==> config.mk <==
export PLATFORM = sky130hd
export DESIGN_NAME = vt_subsys
export DESIGN_NICKNAME = d
export VERILOG_FILES = /design/src/rtl/vt_pkg.sv /design/src/rtl/vt_prescaler.sv /design/src/rtl/vt_count_half.sv /design/src/rtl/vt_capture.sv /design/src/rtl/vt_subsys.sv
export SDC_FILE = /design/constraint.sdc
export NUM_CORES = 1
export LEC_CHECK = 0
export BUFFER_PORTS_ARGS = -buffer_cell sky130_fd_sc_hd__clkbuf_2
export CAP_MARGIN = 20
export CORE_MARGIN = 8
export CORE_UTILIZATION = 55
export CTS_CLUSTER_DIAMETER = 50
export DETAILED_ROUTE_END_ITERATION = 8
export PLACE_DENSITY_LB_ADDON = 0.25
export SYNTH_ARGS = -nofsm -noshare
export SYNTH_HDL_FRONTEND = slang
export SYNTH_HIERARCHICAL = 1
export SYNTH_SLANG_ARGS = --single-unit
export TNS_END_PERCENT = 20
==> constraint.sdc <==
create_clock -name clk -period 6.99 [get_ports clk]
set_clock_uncertainty 0.2 [all_clocks]
set_input_delay 0.699 -clock clk [delete_from_list [all_inputs] [get_ports clk]]
set_output_delay 0.699 -clock clk [all_outputs]
set_load 0.005 [all_outputs]
==> src/rtl/vt_pkg.sv <==
package vt_pkg;
  localparam int ADDR_W = 4;

  typedef enum logic [1:0] {
    MD_DUAL8  = 2'd0,
    MD_WIDE16 = 2'd1,
    MD_CAPT   = 2'd2,
    MD_IDLE   = 2'd3
  } vt_mode_e;

  localparam logic [ADDR_W-1:0] A_CTRL  = 4'h0;
  localparam logic [ADDR_W-1:0] A_PRESC = 4'h1;
  localparam logic [ADDR_W-1:0] A_PER0  = 4'h2;
  localparam logic [ADDR_W-1:0] A_PER1  = 4'h3;
  localparam logic [ADDR_W-1:0] A_DUTY0 = 4'h4;
  localparam logic [ADDR_W-1:0] A_DUTY1 = 4'h5;
  localparam logic [ADDR_W-1:0] A_CAP0L = 4'h6;
  localparam logic [ADDR_W-1:0] A_CAP0H = 4'h7;
  localparam logic [ADDR_W-1:0] A_CAP1L = 4'h8;
  localparam logic [ADDR_W-1:0] A_CAP1H = 4'h9;
  localparam logic [ADDR_W-1:0] A_STAT  = 4'hA;
endpackage

==> src/rtl/vt_prescaler.sv <==
module vt_prescaler #(
  parameter int PSW = 8
) (
  input  logic           clk,
  input  logic           rst,
  input  logic           clr,
  input  logic [PSW-1:0] div_i,
  output logic           tick_o
);
  logic [PSW-1:0] phase;

  assign tick_o = !clr && (phase >= div_i);

  always_ff @(posedge clk) begin
    if (rst || clr)          phase <= '0;
    else if (phase >= div_i) phase <= '0;
    else                     phase <= phase + 1'b1;
  end

  // after a tick the next one needs a full (div+1) wait unless div is 0
  assert_tick_gap_R2: assert property (@(posedge clk) disable iff (rst)
    (tick_o && div_i != '0) |=> (!tick_o || div_i == '0));
endmodule

==> src/rtl/vt_count_half.sv <==
module vt_count_half #(
  parameter int W = 8
) (
  input  logic         clk,
  input  logic         rst,
  input  logic         clr,
  input  logic         inc,
  output logic [W-1:0] cnt_o
);
  always_ff @(posedge clk) begin
    if (rst || clr) cnt_o <= '0;
    else if (inc)   cnt_o <= cnt_o + 1'b1;
  end
endmodule

==> src/rtl/vt_capture.sv <==
module vt_capture #(
  parameter int W = 16
) (
  input  logic         clk,
  input  logic         rst,
  input  logic         arm,
  input  logic         fall_sel,
  input  logic         pin_i,
  input  logic [W-1:0] cnt_i,
  input  logic         clr_flag,
  input  logic         clr_ovr,
  output logic [W-1:0] val_o,
  output logic         flag_o,
  output logic         ovr_o
);
  logic s1, s2, s3, edge_seen, evt;

  always_ff @(posedge clk) begin
    if (rst) {s1, s2, s3} <= '0;
    else     {s1, s2, s3} <= {pin_i, s1, s2};
  end

  assign edge_seen = fall_sel ? (s3 & ~s2) : (s2 & ~s3);
  assign evt       = arm & edge_seen;

  always_ff @(posedge clk) begin
    if (rst) begin
      val_o  <= '0;
      flag_o <= 1'b0;
      ovr_o  <= 1'b0;
    end else begin
      if (evt) val_o <= cnt_i;
      if (evt)           flag_o <= 1'b1;
      else if (clr_flag) flag_o <= 1'b0;
      if (evt && flag_o) ovr_o <= 1'b1;
      else if (clr_ovr)  ovr_o <= 1'b0;
    end
  end

  // overrun only rises when a capture was already pending
  assert_ovr_pending_R8: assert property (@(posedge clk) disable iff (rst)
    $rose(ovr_o) |-> $past(flag_o));
  // the flag only rises while capture is armed
  assert_flag_armed_R7: assert property (@(posedge clk) disable iff (rst)
    $rose(flag_o) |-> $past(arm));
endmodule

==> src/rtl/vt_subsys.sv <==
module vt_subsys
  import vt_pkg::*;
#(
  parameter int HW  = 8,
  parameter int PSW = 8
) (
  input  logic              clk,
  input  logic              rst,
  input  logic              wr_en,
  input  logic [ADDR_W-1:0] wr_addr,
  input  logic [HW-1:0]     wr_data,
  input  logic [ADDR_W-1:0] rd_addr,
  output logic [HW-1:0]     rd_data,
  input  logic [1:0]        cap_i,
  output logic [1:0]        pwm_o,
  output logic [1:0]        irq_o
);
  localparam int FW = 2 * HW;

  vt_mode_e           mode_q;
  logic [1:0]         fall_q;
  logic [PSW-1:0]     presc_q;
  logic [1:0][HW-1:0] per_sh, duty_sh, per_act, duty_act, cnt;
  logic [1:0]         inc, clr, wrap, load;
  logic [1:0]         cflag, covr;
  logic [1:0][FW-1:0] cval;
  logic               mode_chg, tick, sts_wr;
  logic [FW-1:0]      cnt16, per16, duty16;

  assign mode_chg = wr_en && (wr_addr == A_CTRL) && (wr_data[1:0] != mode_q);
  assign sts_wr   = wr_en && (wr_addr == A_STAT);
  assign cnt16    = {cnt[1], cnt[0]};
  assign per16    = {per_act[1], per_act[0]};
  assign duty16   = {duty_act[1], duty_act[0]};

  // configuration and shadow registers
  always_ff @(posedge clk) begin
    if (rst) begin
      mode_q  <= MD_DUAL8;
      fall_q  <= '0;
      presc_q <= '0;
      per_sh  <= '0;
      duty_sh <= '0;
    end else if (wr_en) begin
      case (wr_addr)
        A_CTRL: begin
          mode_q <= vt_mode_e'(wr_data[1:0]);
          fall_q <= wr_data[3:2];
        end
        A_PRESC: presc_q    <= wr_data[PSW-1:0];
        A_PER0:  per_sh[0]  <= wr_data;
        A_PER1:  per_sh[1]  <= wr_data;
        A_DUTY0: duty_sh[0] <= wr_data;
        A_DUTY1: duty_sh[1] <= wr_data;
        default: ;
      endcase
    end
  end

  vt_prescaler #(.PSW(PSW)) u_psc (
    .clk(clk), .rst(rst), .clr(mode_chg), .div_i(presc_q), .tick_o(tick)
  );

  // counter sequencing per mode
  always_comb begin
    inc  = '0;
    wrap = '0;
    case (mode_q)
      MD_DUAL8: begin
        inc     = {tick, tick};
        wrap[0] = tick && (cnt[0] == per_act[0]);
        wrap[1] = tick && (cnt[1] == per_act[1]);
      end
      MD_WIDE16: begin
        inc  = {tick && (&cnt[0]), tick};
        wrap = {2{tick && (cnt16 == per16)}};
      end
      MD_CAPT: inc = {tick && (&cnt[0]), tick};
      default: ;
    endcase
    clr  = wrap | {2{mode_chg || (mode_q == MD_IDLE)}};
    load = wrap | {2{mode_chg || (mode_q == MD_CAPT) || (mode_q == MD_IDLE)}};
  end

  for (genvar g = 0; g < 2; g++) begin : g_half
    vt_count_half #(.W(HW)) u_half (
      .clk(clk), .rst(rst), .clr(clr[g]), .inc(inc[g]), .cnt_o(cnt[g])
    );

    always_ff @(posedge clk) begin
      if (rst) begin
        per_act[g]  <= '0;
        duty_act[g] <= '0;
      end else if (load[g]) begin
        per_act[g]  <= per_sh[g];
        duty_act[g] <= duty_sh[g];
      end
    end

    vt_capture #(.W(FW)) u_cap (
      .clk(clk), .rst(rst),
      .arm(mode_q == MD_CAPT && !mode_chg),
      .fall_sel(fall_q[g]), .pin_i(cap_i[g]), .cnt_i(cnt16),
      .clr_flag(sts_wr && wr_data[g]), .clr_ovr(sts_wr && wr_data[2+g]),
      .val_o(cval[g]), .flag_o(cflag[g]), .ovr_o(covr[g])
    );
  end

  // registered waveform outputs
  always_ff @(posedge clk) begin
    if (rst || mode_chg) pwm_o <= '0;
    else begin
      case (mode_q)
        MD_DUAL8:  pwm_o <= {cnt[1] < duty_act[1], cnt[0] < duty_act[0]};
        MD_WIDE16: pwm_o <= {1'b0, cnt16 < duty16};
        default:   pwm_o <= '0;
      endcase
    end
  end

  assign irq_o = cflag;

  // read port
  logic [HW-1:0] rd_next;
  always_comb begin
    rd_next = '0;
    case (rd_addr)
      A_CTRL:  rd_next[3:0]     = {fall_q, mode_q};
      A_PRESC: rd_next[PSW-1:0] = presc_q;
      A_PER0:  rd_next = per_sh[0];
      A_PER1:  rd_next = per_sh[1];
      A_DUTY0: rd_next = duty_sh[0];
      A_DUTY1: rd_next = duty_sh[1];
      A_CAP0L: rd_next = cval[0][HW-1:0];
      A_CAP0H: rd_next = cval[0][FW-1:HW];
      A_CAP1L: rd_next = cval[1][HW-1:0];
      A_CAP1H: rd_next = cval[1][FW-1:HW];
      A_STAT:  rd_next[3:0] = {covr, cflag};
      default: ;
    endcase
  end

  always_ff @(posedge clk) begin
    if (rst) rd_data <= '0;
    else     rd_data <= rd_next;
  end

  // in dual mode neither half runs past its active period
  assert_cnt_bound_R3: assert property (@(posedge clk) disable iff (rst)
    (mode_q == MD_DUAL8) |-> (cnt[0] <= per_act[0] && cnt[1] <= per_act[1]));
  // a mode change leaves counters and outputs at zero
  assert_mode_clear_R10: assert property (@(posedge clk) disable iff (rst)
    mode_chg |=> (pwm_o == 2'b00 && cnt16 == '0));
  // second output is silent in chained mode
  assert_wide_quiet_R5: assert property (@(posedge clk) disable iff (rst)
    (mode_q == MD_WIDE16 && $past(mode_q) == MD_WIDE16) |-> !pwm_o[1]);
endmodule

==> impl_metrics.toml, run 1 <==
[synth]
netlist-cell-type-count = 66
netlist_area_um2 = 7780
ys_seq_area_share_pct = 39.1
synth_compound_area_share_pct = 9.98
synthFlopType = "dfxtp_1"
synth_top_area_share_pct = 39.1
ys_ff_latch = 152
async_flop_share_pct = 0
yosysTopAreaCell = "dfxtp_1"
synthTopCellsByArea = "dfxtp_1 39%, mux2i_1 13%, nand2b_1 5.7%"
synth_nets = 922
yosys-mux-area-fraction_pct = 14.5
syn_inst = 870
syn_area_per_cell_um2 = 8.95
synthSimpleGateAreaFrac_pct = 22.9
synth_edf_count = 0
yosysWarnings = 6
synth_top_family_by_area = "simple AND/OR/NAND/NOR gates"
synth_xor_area_share_pct = 3.60
yosys.area_share.adder_pct = 4.98

[drt]
viasPerCell = 5.73
drc = 0
drtPass1Iterations = 8
avgRoutedWirePerCell_um = 18.7
route.vias.total = 6123
drt-total-wl_um = 20000
ant_nets = 0
drt-initial-drc-count = 636

[worst_hold_path]
hold_path_class = "register to register"
worstHoldStart = "g_half[0].u_cap/s1$_SDFF_PP0_"
min_to = "g_half[0].u_cap/s2$_SDFF_PP0_"
holdPathStages = 1

[die]
die_width_um = 135
core_um2 = 13900
die_area_um2 = 18200
io_pins = 33
start_util_pct = 56.1
die_h_um = 135
rows = 43

[clock_network]
cts_resized = 0
post-cts-setup-buffers = 0
clkLatencyLatePin_ns = 0.43
clockRootBuffer = "clkbuf_16"
clockBufferDepth = 2
cts-htree-levels = 4
cts_sinks = 152
clkTransAtPathRegs_ns = 0.06
cts_tree = "done"
cts_buffers = 17
ctsHoldBuffers = 0

[global_route]
grt_pass1_vias = 5648
grt.total_usage_pct = 22.4
grt_pass1_wl_um = 31400
grt_start_max_net_pins = 69
antenna_found_initial = 0
grt_overflow = 0

[timing]
finalHoldViolCount = 0
finalSetupViolCount = 0
tightest_slew_ns = 0.964
slew_viol_final = 0
period_minus_slack_ns = 3.38
fmax_ghz = 0.296
rsz0062_at_grt = "false"
fin_crit_sh_pct = 48.4
relSlewSlack_pct = 35.6
final.setup.tns_ns = 0

[place]
port-buffer-count = 32
dp_hpwl_um = 14000
globalplace.congestion = 0.892

[layout]
num-nets-final = 928
area_growth_pct = 9.11
layout_common_cells = "152 x dfxtp_1, 98 x mux2i_1, 96 x nand2_1"
drive_gt1_share_pct = 10.8
diodes = 0
fin_util_pct = 61.2
layout_commonest_cell = "dfxtp_1"

[power]
p_per_area_nw_per_um2 = 230
leakage_uw = 0.00315
ir_worst_vdd_v = 0.000165

[setup_path]
reg2reg_slack_ns = 3.61
cp-end-kind = "register"
cpPeakStageDelay_ns = 0.79
rr_worst_depth = 10
start_kind = "register"
slowest_stage = "a211o_1"
setup.worst_path.class = "register to register"
timing.rr.end = "duty16[14]$_SDFFE_PP0P_"
crit_chain = "inv_1, ha_1, o211ai_1, nor2_1, a21oi_1, nor2_1, nand2_1, nor3_1, a211o_1, mux2i_1"
required_ns = 7.14
r2r_start = "presc_q[5]$_SDFFE_PP0P_"
crit_path_frequent_cell = "nor2_1"
arrival_ns = 3.53
worstPathMaxFanout = 16

[outcome]
status = "complete, no violations"

[run]
max-cap-violations = 0
==> final cells by class <==
| class | count | area (um2) |
|---|---|---|
| clock buffers | 19 | 433 |
| clock inverters | 13 | 123 |
| fillers | 1234 | 5390 |
| inverters | 35 | 131 |
| multi-input cells | 635 | 4350 |
| flip-flops and latches | 152 | 3040 |
| well taps | 180 | 225 |
| repair buffers | 35 | 185 |
==> kinds of logic (layout without fill, tap and decap cells) <==
kind of cell / after synthesis / count (layout)
AND/OR/NAND/NOR: 350 / 350
flip-flops: 152 / 152
AO/OA/AOI/OAI: 114 / 114
multiplexers: 108 / 108
buffers and inverters: 83 / 102
XOR/XNOR: 32 / 32
adder cells (fa/ha/maj): 31 / 31
==> worst max-delay path, delay by kind of cell (launching register included) <==
kind / cells / cell delay (ns)
adders and majority gates: 1 / 0.29
and+or+nand+nor: 4 / 1.03
DFF: 1 / 0.37
AOI/OAI and AO/OA: 3 / 1.06
buffers and inverters: 1 / 0.07
muxes: 1 / 0.27
==> per-stage QoR <==
step	instances	hold slack, ns	power, uW	area (um2)	setup slack, ns
final	1069	0.239	1960	8490	3.61
after CTS	1069	0.245	1970	8490	3.65
after global placement	1037	0.220	1100	7940	3.58
after global routing	1069	0.255	2020	8490	3.35
after detailed placement	1037	0.230	1100	7940	3.48
after floorplan	870	0.214	1060	7780	4.17
==> where the power goes <==
part	switching [uW]	internal, uW
logic	115	75.1
clock network	382	492
registers	15.7	877
total	512	1440
==> synthesized netlist by cell type (all sizes together) (3+ instances only) <==
| master | number |
|---|---|
| a211oi | 4 |
| a21o | 6 |
| a21oi | 42 |
| a221oi | 3 |
| a22o | 5 |
| a22oi | 5 |
| a32oi | 4 |
| and2 | 3 |
| and3 | 3 |
| buf | 14 |
| clkbuf | 34 |
| dfxtp | 152 |
| ha | 31 |
| inv | 35 |
| mux2 | 7 |
| mux2i | 98 |
| mux4 | 3 |
| nand2 | 98 |
| nand2b | 71 |
| nand3 | 22 |
| nand3b | 4 |
| nand4 | 12 |
| nand4b | 4 |
| nor2 | 87 |
| nor2b | 16 |
| nor3 | 6 |
| nor3b | 8 |
| o211ai | 3 |
| o21ai | 17 |
| o221ai | 3 |
| o22ai | 4 |
| or2 | 3 |
| or3 | 8 |
| xnor2 | 22 |
| xor2 | 10 |
==> how the worst max path moves through the flow <==
stage,startpoint,endpoint,slack [ns],cells past startpoint
floorplan,wr_data[1],g_half[1].u_half/cnt_o[0]$_SDFFE_PP0P_,4.17,10
global placement,wr_data[1],per16[12]$_SDFFE_PP0P_,3.58,8
detailed placement,wr_data[1],duty16[15]$_SDFFE_PP0P_,3.48,8
CTS,presc_q[2]$_SDFFE_PP0P_,per16[10]$_SDFFE_PP0P_,3.65,10
global route,presc_q[2]$_SDFFE_PP0P_,duty16[14]$_SDFFE_PP0P_,3.35,10
finish,presc_q[5]$_SDFFE_PP0P_,duty16[14]$_SDFFE_PP0P_,3.61,10
==> registers in the layout (all words and copies together), names as in the netlist, 8 cells and up <==
register / flops
per16: 16
presc_q: 8
rd_data: 8
duty_sh: 16
per_sh: 16
u_psc/phase: 8
g_half.u_half/cnt_o: 16
duty16: 16
g_half.u_cap/val_o: 32
==> per-layer routing <==
layer	part of all wire, %	vias to the layer above	GRT usage, %
met5	0	-	0
met1	46	2874	29.8
met4	2.6	0	9.25
li1	-	2990	-
met2	45	225	34.3
met3	6.4	34	5.05
Note: power is estimated with default switching activity, not from simulation.
==> inputs of run 2 (changes only) <==
==> constraint.sdc (replaced) <==
create_clock -name clk -period 2.95 [get_ports clk]
set_clock_uncertainty 0.2 [all_clocks]
set_input_delay 0.295 -clock clk [delete_from_list [all_inputs] [get_ports clk]]
set_output_delay 0.295 -clock clk [all_outputs]
set_load 0.005 [all_outputs]
==> run 2 against run 1 <==
Compared with the run above: power increased to 2.6 times the previous value; sequential share of layout area decreased by 1.5 points; combinational power increased to 2.7 times the previous value; cell area increased by 4.2%; final cell count increased by 2.6%; maximum frequency increased by 24%; die area unchanged; clock power increased to 2.7 times the previous value; highest routed layer unchanged; clock-buffer cell count unchanged; global-route usage increased by 0.55 points.
==> impl_metrics.toml, run 2 (synthesis results as in run 1) <==
[clock_network]
cts-htree-levels = 4
cts_sinks = 152
clockRootBuffer = "clkbuf_16"
clockBufferDepth = 2
clkTransAtPathRegs_ns = 0.06
clkLatencyLatePin_ns = 0.43
cts_tree = "done"
cts_buffers = 17

[worst_hold_path]
hold_path_class = "primary input to register"

[timing]
fmax_ghz = 0.366
tightest_slew_ns = 0.714
slew_viol_final = 0
layout_setup_ws_ns = 0.217
finalHoldViolCount = 0
final.setup.tns_ns = 0
fin_crit_sh_pct = 92.6
finalSetupViolCount = 0
period_minus_slack_ns = 2.73
relSlewSlack_pct = 52.3
rsz0062_at_grt = "false"

[setup_path]
start_kind = "register"
crit_chain = "inv_1, ha_1, a211oi_2, o21ai_2, a21oi_1, nor2_2, nand2_1, nor3_1, buf_4, a21oi_1, o31ai_1, or2_2, a21oi_1"
crit_path_frequent_cell = "a21oi_1"
cpPeakStageDelay_ns = 0.39
required_ns = 3.11
slowest_stage = "or2_2"
setup.worst_path.class = "register to register"
arrival_ns = 2.89
cp-end-kind = "register"
worstPathMaxFanout = 8

[layout]
final-instance-count-excl-fill = 1097
largest_register_ffs = 32
multi_input_area_um2 = 4360
num-nets-final = 957
seq_area_um2 = 3040
drive_gt1_share_pct = 13.2
final_area_um2 = 8850
layout_commonest_cell = "dfxtp_1"
layout_common_cells = "152 x dfxtp_1, 98 x mux2i_1, 96 x nand2_1"
largest-register = "g_half.u_cap/val_o"
diodes = 0
area_growth_pct = 13.7
fillers = 1170

[power]
intPower_uw = 3770
pwr-share-seq_pct = 42.2
power.total_uw = 5000
sw_frac_of_total_pct = 24.6
leakage_uw = 0.00336
clkPwrFrac_pct = 47.5
switchingPower_uw = 1230
pwr-share-comb_pct = 10.4
p_per_area_nw_per_um2 = 565
ir_worst_vdd_v = 0.000390

[die]
die_area_um2 = 18200
io_pins = 33
start_util_pct = 56.1
rows = 43
core_um2 = 13900
die_h_um = 135
die_width_um = 135

[global_route]
grt_start_max_net_pins = 77
grt_pass1_wl_um = 32300
antenna_found_initial = 0
grt_pass1_vias = 6016
grt.total_usage_pct = 22.9
grt_overflow = 0

[drt]
drtPass1Iterations = 5
avgRoutedWirePerCell_um = 18.5
drt-total-wl_um = 20300
drc = 0
drt-initial-drc-count = 668
viasPerCell = 5.70
route.vias.total = 6248
ant_nets = 0

[place]
globalplace.congestion = 0.951
port-buffer-count = 32
post-place-ws_ns = 0.163
dp_cells = 1059
placedInstanceArea_um2 = 8130
dp_hpwl_um = 14300

[outcome]
status = "complete, no violations"

[run]
max-cap-violations = 0
[run 2: final timing paths]
path                                  from                                      to  slack, ns  depth (start not counted)
max                presc_q[2]$_SDFFE_PP0P_  g_half[1].u_half/cnt_o[7]$_SDFFE_PP0P_       0.22                         13
min                             wr_data[4]                  per_sh[4]$_SDFFE_PP0P_       0.02                          3
max reg2reg        presc_q[2]$_SDFFE_PP0P_  g_half[1].u_half/cnt_o[7]$_SDFFE_PP0P_       0.22                         13
min reg2reg  g_half[0].u_cap/s1$_SDFF_PP0_           g_half[0].u_cap/s2$_SDFF_PP0_       0.24                          1
[run 2: worst max-delay path, delay by kind of cell (launching register included)]
kind / cells / cell delay [ns]
compound gates: 6 / 0.97
buf+inv: 2 / 0.21
simple gates: 4 / 0.61
fa+ha+maj: 1 / 0.31
flops: 1 / 0.36
[run 2: power groups by stage]
| stage | sequential, uW | combinational, uW | clock, uW |
|---|---|---|---|
| after floorplan | 2140 | 378 | 0 |
| after global placement | 2150 | 485 | 0 |
| after detailed placement | 2150 | 489 | 0 |
| after CTS | 2110 | 500 | 2400 |
| after global routing | 2110 | 553 | 2480 |
| final | 2110 | 519 | 2370 |
[run 2: timing repair]
item | CTS | global route
hold buffers | 6 | 0
endpoints found under the hold margin | 11 | 0
buffers inserted | 0 | 1
gates resized for setup | 0 | 1
endpoints found under the setup margin | 0 | 25
[run 2: cell type report]
type / instances / share of cell area (%)
clock buffer: 19 / 5.12
clock inverter: 12 / 2.15
inverter: 35 / 1.48
multi-input combinational: 635 / 49.2
sequential: 152 / 34.4
tap: 180 / 2.54
timing repair buffer: 64 / 5.14
[run 2: per-stage QoR]
step                utilization (%)  hold WS [ns]
global placement               58.6         0.219
CTS                            63.6        0.0152
detailed placement             58.6         0.230
global route                   63.8        0.0278
floorplan                         -         0.164
finish                         63.8        0.0245
[run 2: layer usage]
metal / vias to the layer above / global-route usage (%) / part of all wire, %
li1: 3049 / - / -
met1: 2955 / 29.8 / 46
met2: 202 / 36.1 / 45
met3: 42 / 4.98 / 5.9
met4: 0 / 9.62 / 3.2
met5: - / 0 / 0
==> inputs of run 3 (changes only) <==
--- a/config.mk
+++ b/config.mk
@@ -12,6 +12,7 @@
 export CTS_CLUSTER_DIAMETER = 50
 export DETAILED_ROUTE_END_ITERATION = 8
 export PLACE_DENSITY_LB_ADDON = 0.25
+export SETUP_SLACK_MARGIN = 0.4
 export SYNTH_ARGS = -nofsm -noshare
 export SYNTH_HDL_FRONTEND = slang
 export SYNTH_HIERARCHICAL = 1
==> run 3 against run 2 <==
Compared with the run above: maximum frequency increased by 3.8%; combinational power increased by 11%; critical path depth decreased by 1; final cell count increased by 1.1%; via count increased by 1.9%; wire length increased by 1.7%; sequential share of layout area decreased by 0.35 points; clock-buffer cell count increased by 2; core utilization increased by 0.99 points; hold slack improved by 0.011 ns; critical path type unchanged; critical endpoint is now duty16[15]$_SDFFE_PP0P_.
==> impl_metrics.toml, run 3 (synthesis results as in run 1) <==
[outcome]
status = "complete, no violations"

[setup_path]
reg2reg_slack_ns = 0.32
r2r_start = "presc_q[2]$_SDFFE_PP0P_"
timing.rr.end = "duty16[15]$_SDFFE_PP0P_"
required_ns = 3.08
rr_worst_depth = 12
cp-end-kind = "register"
arrival_ns = 2.76
setup.worst_path.class = "register to register"
start_kind = "register"
worstPathMaxFanout = 8

[place]
post-place-ws_ns = 0.0958
dp_hpwl_um = 14600
port-buffer-count = 32
globalplace.congestion = 0.993
placedInstanceArea_um2 = 8160

[clock_network]
clockBufferDepth = 2
clkTransAtPathRegs_ns = 0.06
cts-htree-levels = 4
clockRootBuffer = "clkbuf_16"
cts_sinks = 152
clkLatencyLatePin_ns = 0.44
cts_tree = "done"
cts_buffers = 17

[timing]
finalHoldViolCount = 0
tightest_slew_ns = 0.648
finalSetupViolCount = 0
slew_viol_final = 0
rsz0062_at_grt = "true"
period_minus_slack_ns = 2.63
fin_crit_sh_pct = 89.3
fmax_ghz = 0.380
timing.hold.ws_ns = 0.0357
layout_setup_ws_ns = 0.317
relSlewSlack_pct = 56.7
final.setup.tns_ns = 0

[global_route]
grt_pass1_vias = 5959
antenna_found_initial = 0
grt_overflow = 0
grt.total_usage_pct = 22.9
grt_pass1_wl_um = 32400
grt_start_max_net_pins = 66

[layout]
largest-register = "g_half.u_cap/val_o"
layout_common_cells = "143 x dfxtp_1, 98 x mux2i_1, 95 x nand2_1"
multi_input_area_um2 = 4460
largest_register_ffs = 32
fillers = 1124
num-nets-final = 968
seq_area_um2 = 3060
diodes = 0
drive_gt1_share_pct = 17.0
layout_commonest_cell = "dfxtp_1"
fin_util_pct = 64.8
final_area_um2 = 8990
area_growth_pct = 15.5

[worst_hold_path]
worstHoldStart = "wr_data[7]"
min_to = "per_sh[7]$_SDFFE_PP0P_"
hold_path_class = "primary input to register"
holdPathStages = 3

[power]
ir_worst_vdd_v = 0.000353
sw_frac_of_total_pct = 25.5
p_per_area_nw_per_um2 = 529
switchingPower_uw = 1220
pwr-share-seq_pct = 44.2
intPower_uw = 3540
clkPwrFrac_pct = 43.7
pwr-share-comb_pct = 12.1
leakage_uw = 0.00342

[drt]
route.vias.total = 6368
drtPass1Iterations = 5
avgRoutedWirePerCell_um = 18.6
drt-total-wl_um = 20600
drc = 0
viasPerCell = 5.74
drt-initial-drc-count = 565
ant_nets = 0

[die]
die_width_um = 135
io_pins = 33
rows = 43
die_area_um2 = 18200
die_h_um = 135
core_um2 = 13900
start_util_pct = 56.1

[run]
max-cap-violations = 0
==> run 3: changes by cell type in the layout (fill, tap and decap cells not counted), moves of 4 or more <==
cell | previous run | this run
dfxtp_2 | 0 | 7
buf_4 | 24 | 33
clkinv_2 | 0 | 4
ha_1 | 31 | 26
dfxtp_1 | 152 | 143
==> run 3: per-layer routing <==
| metal | vias to the layer above | GRT usage [%] | routed length [um] |
|---|---|---|---|
| met5 | - | 0 | 0 |
| met4 | 0 | 9.25 | 544 |
| met3 | 40 | 4.98 | 1400 |
| met2 | 253 | 36.1 | 9500 |
| met1 | 3004 | 29.7 | 9200 |
| li1 | 3071 | - | - |
==> run 3: power by group through the flow <==
stage	logic (uW)	clock network [uW]	registers [uW]
3_5_place_dp	497	0	2150
5_1_grt	615	2180	2100
4_1_cts	534	2100	2100
3_3_place_gp	495	0	2150
2_1_floorplan	380	0	2140
6_report	578	2080	2100
==> run 3: critical path, stage by stage (launching register included) <==
cell	delay [ns]
dfxtp_2	0.35
inv_2	0.05
ha_4	0.21
a211oi_2	0.19
o21ai_2	0.10
a21oi_2	0.22
nor2_2	0.09
buf_4	0.14
and2_4	0.14
nor3b_4	0.14
a211o_1	0.37
clkbuf_16	0.21
mux2i_1	0.12
==> run 3: how the worst max path moves through the flow <==
stage	from	to	slack, ns	cells after the start
after floorplan	presc_q[2]$_SDFFE_PP0P_	g_half[1].u_half/cnt_o[0]$_SDFFE_PP0P_	0.45	13
after global placement	presc_q[2]$_SDFFE_PP0P_	duty16[7]$_SDFFE_PP0P_	0.17	11
after detailed placement	presc_q[2]$_SDFFE_PP0P_	duty16[1]$_SDFFE_PP0P_	0.1	11
after CTS	presc_q[2]$_SDFFE_PP0P_	duty16[13]$_SDFFE_PP0P_	0.40	11
after global routing	presc_q[3]$_SDFFE_PP0P_	duty16[15]$_SDFFE_PP0P_	0.23	12
final	presc_q[2]$_SDFFE_PP0P_	duty16[15]$_SDFFE_PP0P_	0.32	12
==> run 3: metrics by stage <==
| stage | power [uW] | cells |
|---|---|---|
| after floorplan | 2520 | 870 |
| final | 4760 | 1109 |
| after CTS | 4730 | 1103 |
| after global routing | 4900 | 1109 |
| after global placement | 2640 | 1062 |
| after detailed placement | 2650 | 1062 |
==> run 3: repair_timing <==
action | CTS | global route
gates resized for setup | 10 | 24
endpoints found under the setup margin | 48 | 39
pin swaps | 3 | 12
hold buffers | 7 | 0
gates cloned | 0 | 1
setup buffers | 2 | 5
hold endpoints to repair | 11 | 0
==> run 3: final cells by class <==
class | instances | share of cell area, %
timing repair buffer | 75 | 6.21
clock inverter | 11 | 1.10
multi-input combinational | 635 | 49.6
tap | 180 | 2.50
inverter | 35 | 1.46
clock buffer | 21 | 5.12
sequential | 152 | 34.0
